## src/rtl/keyed_rst_pkg.sv

```systemverilog
package keyed_rst_pkg;
   typedef struct packed {
      logic accept;   // write with correct key
      logic reject;   // write with wrong key
      logic req;      // accepted, request bit set, guard clear
      logic guard;    // accepted, guard bit set
   } wr_decode_t;
endpackage

```

## src/rtl/krr_key_check.sv

```systemverilog
module krr_key_check
   import keyed_rst_pkg::*;
#(
   parameter int unsigned          DATA_W    = 32,
   parameter int unsigned          KEY_W     = 16,
   parameter logic [KEY_W-1:0]     KEY_VAL   = 16'h05FA,
   parameter int unsigned          REQ_BIT   = 2,
   parameter int unsigned          GUARD_BIT = 1
) (
   input  logic              wr_en,
   input  logic [DATA_W-1:0] wr_data,
   output wr_decode_t        dec
);
   localparam int unsigned KEY_LSB = DATA_W - KEY_W;

   logic key_ok;
   assign key_ok = (wr_data[DATA_W-1:KEY_LSB] == KEY_VAL);

   always_comb begin
      dec.accept = wr_en & key_ok;
      dec.reject = wr_en & ~key_ok;
      dec.guard  = dec.accept & wr_data[GUARD_BIT];
      dec.req    = dec.accept & wr_data[REQ_BIT] & ~wr_data[GUARD_BIT];
   end
endmodule

```

## src/rtl/krr_event_regs.sv

```systemverilog
module krr_event_regs
   import keyed_rst_pkg::*;
(
   input  logic       clk,
   input  logic       rst_n,
   input  wr_decode_t dec,
   output logic       rst_req,
   output logic       key_miss,
   output logic       bad_wr
);
   always_ff @(posedge clk or negedge rst_n) begin
      if (!rst_n) begin
         rst_req  <= 1'b0;
         key_miss <= 1'b0;
         bad_wr   <= 1'b0;
      end else begin
         rst_req  <= dec.req;
         key_miss <= dec.reject;
         if (dec.guard) bad_wr <= 1'b1;
      end
   end
endmodule

```

## src/rtl/krr_readback.sv

```systemverilog
module krr_readback #(
   parameter int unsigned DATA_W     = 32,
   parameter int unsigned ENDIAN_BIT = 15,
   parameter bit          BIG_ENDIAN = 1'b0,
   parameter bit          RD_REG     = 1'b1
) (
   input  logic              clk,
   input  logic              rst_n,
   input  logic              rd_en,
   output logic [DATA_W-1:0] rd_data
);
   localparam logic [DATA_W-1:0] RD_VAL = DATA_W'(BIG_ENDIAN) << ENDIAN_BIT;

   generate
      if (RD_REG) begin : g_reg
         logic [DATA_W-1:0] q;
         always_ff @(posedge clk or negedge rst_n) begin
            if (!rst_n) q <= '0;
            else        q <= rd_en ? RD_VAL : '0;
         end
         assign rd_data = q;
      end else begin : g_comb
         logic unused_clk;
         assign unused_clk = clk ^ rst_n;
         assign rd_data = rd_en ? RD_VAL : '0;
      end
   endgenerate
endmodule

```

## src/rtl/keyed_rst_ctl.sv

```systemverilog
module keyed_rst_ctl
   import keyed_rst_pkg::*;
#(
   parameter int unsigned      DATA_W     = 32,
   parameter int unsigned      KEY_W      = 16,
   parameter logic [KEY_W-1:0] KEY_VAL    = 16'h05FA,
   parameter int unsigned      REQ_BIT    = 2,
   parameter int unsigned      GUARD_BIT  = 1,
   parameter int unsigned      ENDIAN_BIT = 15,
   parameter bit               BIG_ENDIAN = 1'b0,
   parameter bit               RD_REG     = 1'b1
) (
   input  logic              clk,
   input  logic              rst_n,
   input  logic              wr_en,
   input  logic [DATA_W-1:0] wr_data,
   input  logic              rd_en,
   output logic [DATA_W-1:0] rd_data,
   output logic              rst_req,
   output logic              key_miss,
   output logic              bad_wr
);
   generate
      if (KEY_W >= DATA_W) begin : g_chk_key
         $error("key field must leave room for control bits");
      end
      if (REQ_BIT >= DATA_W - KEY_W || GUARD_BIT >= DATA_W - KEY_W ||
          ENDIAN_BIT >= DATA_W - KEY_W) begin : g_chk_pos
         $error("control bit positions overlap the key field");
      end
      if (REQ_BIT == GUARD_BIT) begin : g_chk_dup
         $error("request and guard bits must differ");
      end
   endgenerate

   wr_decode_t dec;

   krr_key_check #(
      .DATA_W(DATA_W), .KEY_W(KEY_W), .KEY_VAL(KEY_VAL),
      .REQ_BIT(REQ_BIT), .GUARD_BIT(GUARD_BIT)
   ) key_i (
      .wr_en(wr_en), .wr_data(wr_data), .dec(dec)
   );

   krr_event_regs evt_i (
      .clk(clk), .rst_n(rst_n), .dec(dec),
      .rst_req(rst_req), .key_miss(key_miss), .bad_wr(bad_wr)
   );

   krr_readback #(
      .DATA_W(DATA_W), .ENDIAN_BIT(ENDIAN_BIT),
      .BIG_ENDIAN(BIG_ENDIAN), .RD_REG(RD_REG)
   ) rd_i (
      .clk(clk), .rst_n(rst_n), .rd_en(rd_en), .rd_data(rd_data)
   );
endmodule

```

## config.mk

```make
export PLATFORM = sky130hd
export DESIGN_NAME = keyed_rst_ctl
export DESIGN_NICKNAME = d
export VERILOG_FILES = /design/src/rtl/keyed_rst_pkg.sv /design/src/rtl/krr_key_check.sv /design/src/rtl/krr_event_regs.sv /design/src/rtl/krr_readback.sv /design/src/rtl/keyed_rst_ctl.sv
export SDC_FILE = /design/constraint.sdc
export NUM_CORES = 1
export LEC_CHECK = 0
export BUFFER_PORTS_ARGS = -buffer_cell sky130_fd_sc_hd__buf_2
export CAP_MARGIN = 20
export CORE_MARGIN = 3
export CORE_UTILIZATION = 27
export CTS_BUF_LIST = sky130_fd_sc_hd__clkbuf_2
export DETAILED_ROUTE_END_ITERATION = 10
export PLACE_DENSITY = 0.8
export RECOVER_POWER = 50
export SYNTH_ARGS = -nofsm -noshare
export SYNTH_HDL_FRONTEND = slang
export SYNTH_SLANG_ARGS = --single-unit
```

## constraint.sdc

```tcl
create_clock -name clk -period 1 [get_ports clk]
set_clock_uncertainty 0.1 [all_clocks]
set_input_delay 0.15 -clock clk [delete_from_list [all_inputs] [get_ports clk]]
set_output_delay 0.15 -clock clk [all_outputs]
set_load 0.005 [all_outputs]
```

# ---- Word level (Yosys, flattened, before mapping)
# Cells that the tools add are included.
dict set report classes {
  eq_ne 1
  bitwise 7
}
# operator count
set ops {}
lappend ops {{== test 16 x 11 -> 1 bit (second input constant)} 1}
lappend ops {{bitwise AND 1 bit} 5}
lappend ops {{NOT 1 bit} 2}
dict set report word_totals {
  register_bits 3
  inputBits 36
  output_inout_bits 35
  elab_cells 11
}

# ---- Depth between registers and ports, before layout
dict set report logic_depth {
  ltp_word 4
  ltp_mapped 3
  mapped_depth_nobuf 3
}

# ---- Cells and area by module
# A second synthesis with hierarchy kept.
dict set report unflattened {
  hier_cells 46
  area_unflattened_um2 415.4
}
# mod n_inst cells_per_inst area_per_inst_um2 seq_area_each_um2
set by_module_without_submodules {}
lappend by_module_without_submodules {krr_readback 1 33 244.0 0.0}
lappend by_module_without_submodules {krr_key_check 1 9 90.1 0.0}
lappend by_module_without_submodules {krr_event_regs 1 4 81.3 75.1}

# ---- Worst setup path before layout
# No wires, ideal clock.
dict set report synth_timing {
  path_kind {input -> register}
  start {input port wr_data[29]}
  end {register evt_i.key_miss}
  t_arrival_ps 694
  path_slack_ps 87
  cell_stages 3
  path_buffers 0
  cell_sequence {and4bb_1 -> nand4_2 -> and2_1}
}
# item line
set synth_lines {}
lappend synth_lines {{start: declaration} keyed_rst_ctl.sv:16} ;# input logic [DATA_W-1:0] wr_data,
lappend synth_lines {{end signal: assignment} krr_event_regs.sv:18} ;# key_miss <= dec.reject;
lappend synth_lines {{end: declaration} krr_event_regs.sv:8} ;# output logic key_miss,

# ---- Final worst setup path
dict set report layout_timing {
  start {register evt_i.bad_wr}
  end {output port bad_wr}
}
# item line
set layout_lines {}
lappend layout_lines {{start: declaration} krr_event_regs.sv:9} ;# output logic bad_wr
lappend layout_lines {{start signal: assignment} krr_event_regs.sv:15} ;# bad_wr <= 1'b0;
lappend layout_lines {{start signal: assignment} krr_event_regs.sv:19} ;# if (dec.guard) bad_wr <= 1'b1;
lappend layout_lines {{end: declaration} keyed_rst_ctl.sv:21} ;# output logic bad_wr
# No word-level cell between the ends.

==> reports/metrics.cfg <==
[outcome]
status=finished clean

[timing]
holdWs_ns=0.0370
finalSetupViolCount=0
min_period_ns=0.929
slew_viol_final=0
fin_crit_sh_pct=92.9
rsz0062_at_grt=no
fmax_ghz=1.08
hold_viol=0

[clock_tree]
clockBufferDepth=2
clockRootBuffer=clkbuf_2
post_cts_buffers=0
clkTransAtPathRegs_ns=0.04
cts_tree=built
htreeDepth=1
numCtsBuffers=3
clkLatencyLatePin_ns=0.19
clkSinkCount=3

[power]
p_per_area_mw_per_mm2=828
seqPwrFrac_pct=33.7
power_leakage_nw=0.288
clockPowerShare_pct=43.7
switching_share_pct=27.4
p_int_uw=268
peakVddDrop_mv=0.217
p_sw_uw=101
combPwrFrac_pct=22.5
design_power_total_uw=369

[detailed_routing]
via_count=296
dr.pass1.iters=4
drc_errors=0
wire_per_inst_um=7.58
drt_wl_total_um=667
drt_iter0_drc=3
vias_per_cell=3.36
ant_nets=0

[finish]
stdcell_area_um2=445
finalNetCount=110
mostFrequentLayoutCells=conb_1 (32), buf_2 (22), clkbuf_2 (4)
antenna_cells=0
area_delta_synth_final_pct=7.88
drive_gt1_share_pct=38.4
layout_commonest_cell=conb_1

[die]
coreArea_mm2=0.00137
fp.dieW_um=45.1
fp-row-count=13
io_pins=71
die_area_mm2=0.00203
die_h_um=45.1
initial_utilization_pct=30.2

[synthesis]
synth.distinct_cells=10
ys_ff_latch=3
yosysSeqAreaShare_pct=18.2
synth_cells=46
yosysTopAreaCellShare_pct=58.2
ys.warnings.count=0
yosysTopAreaCell=buf_4
synth_area_per_cell_um2=8.98
syn_area_um2=413
synth_area_leaders=buf_4 (58%), dfrtp_1 (18%), and4bb_1 (9.1%), and4bb_2 (3.0%), nand4_2 (3.0%)

[setup_path]
critPathSlowestCell=dfrtp_1
path_max_fanout=2
reg2reg_slack_ns=0.26
worstPathRequired_ns=0.75
reg2reg_from=evt_i.bad_wr
critPathCaptureType=output port
cp.arrival_ns=0.68
worst-path-buf-inv=1
worstPathCellList=buf_2
reg2reg_depth=1
rr_endpoint=evt_i.bad_wr
critPathMaxStageDelay_ns=0.37
critical-path-top-delay-family=flip-flops
cp-start-kind=flip-flop
critical_path_class=flip-flop to output port

[placement]
io_buffer_count=23
dpl.hpwl_um=628
finalWeightedCongestion=0.624
place_area_um2=423

[global_route]
grt_pass1_wl_um=759
antenna_found_initial=0
track_usage_pct=5.05
grt_start_max_net_pins=4
grt_pass1_vias=203
overflow=0

[worst_hold_path]
min_to=evt_i.rst_req
min_from=wr_data[1]
whs_path_depth=2
hold_path_class=input pin to flip-flop

[flow_run]
maxCapViolations=0

-- final cells by class --
cell class	count	area (um2)
multi-input cells	42	208
repair buffers	24	124
flip-flops and latches	3	75.1
clock buffers	4	20.0
well taps	15	18.8
fillers	148	921
-- cells in the mapped netlist --
cell      number
o21bai_1       1
nor3_2         1
nand4_2        1
and2_1         1
buf_4         32
and4bb_2       1
conb_1         1
nand2_1        2
dfrtp_1        3
and4bb_1       3
-- logic make-up after synthesis --
group	Yosys count	share of synthesized area [%]
compound gates	1	1.82
buf+inv	32	58.2
flops	3	18.2
other cells	1	0.908
simple gates	9	20.9
-- per-layer routing --
| layer | part of all wire (%) | global-route usage, % |
|---|---|---|
| met1 | 22 | 4.32 |
| met2 | 51 | 9.32 |
| met3 | 26 | 1.99 |
| met4 | 0 | 3.51 |
| met5 | 0 | 0 |
-- flip-flops by register name, indices dropped and copies added, names as in the netlist --
register	count
evt_i.key_miss	1
evt_i.rst_req	1
evt_i.bad_wr	1
-- power by group through the flow --
stage	Clock, mW	Combinational, mW	Sequential [mW]
2_1_floorplan	0	0.128	0.127
3_3_place_gp	0	0.0777	0.126
3_5_place_dp	0	0.0786	0.126
4_1_cts	0.168	0.0818	0.125
5_1_grt	0.175	0.0965	0.125
6_report	0.161	0.0831	0.124
-- stage by stage --
stage	utilization (%)	setup slack, ns	TNS [ns]	cells
floorplan	-	0.0875	0	77
global placement	31.0	-0.0458	-0.0458	83
detailed placement	31.0	-0.0592	-0.0794	83
CTS	33.2	0.0565	0	88
global route	32.6	0.0239	0	88
finish	32.6	0.0706	0	88
-- what timing repair did --
item / CTS / global route
gates resized for setup: 0 / 0
hold buffers: 1 / 0
hold endpoints to repair: 3 / 0
-- worst max path at each step --
stage,startpoint,to,slack (ns),cells past startpoint
floorplan,wr_data[29],evt_i.key_miss,0.09,3
global route,wr_data[30],evt_i.key_miss,0.02,4
global placement,wr_data[29],evt_i.key_miss,-0.05,4
detailed placement,wr_data[30],evt_i.key_miss,-0.06,4
CTS,evt_i.bad_wr,bad_wr,0.06,1
finish,evt_i.bad_wr,bad_wr,0.07,1
Power figures use the tool's default switching activity.
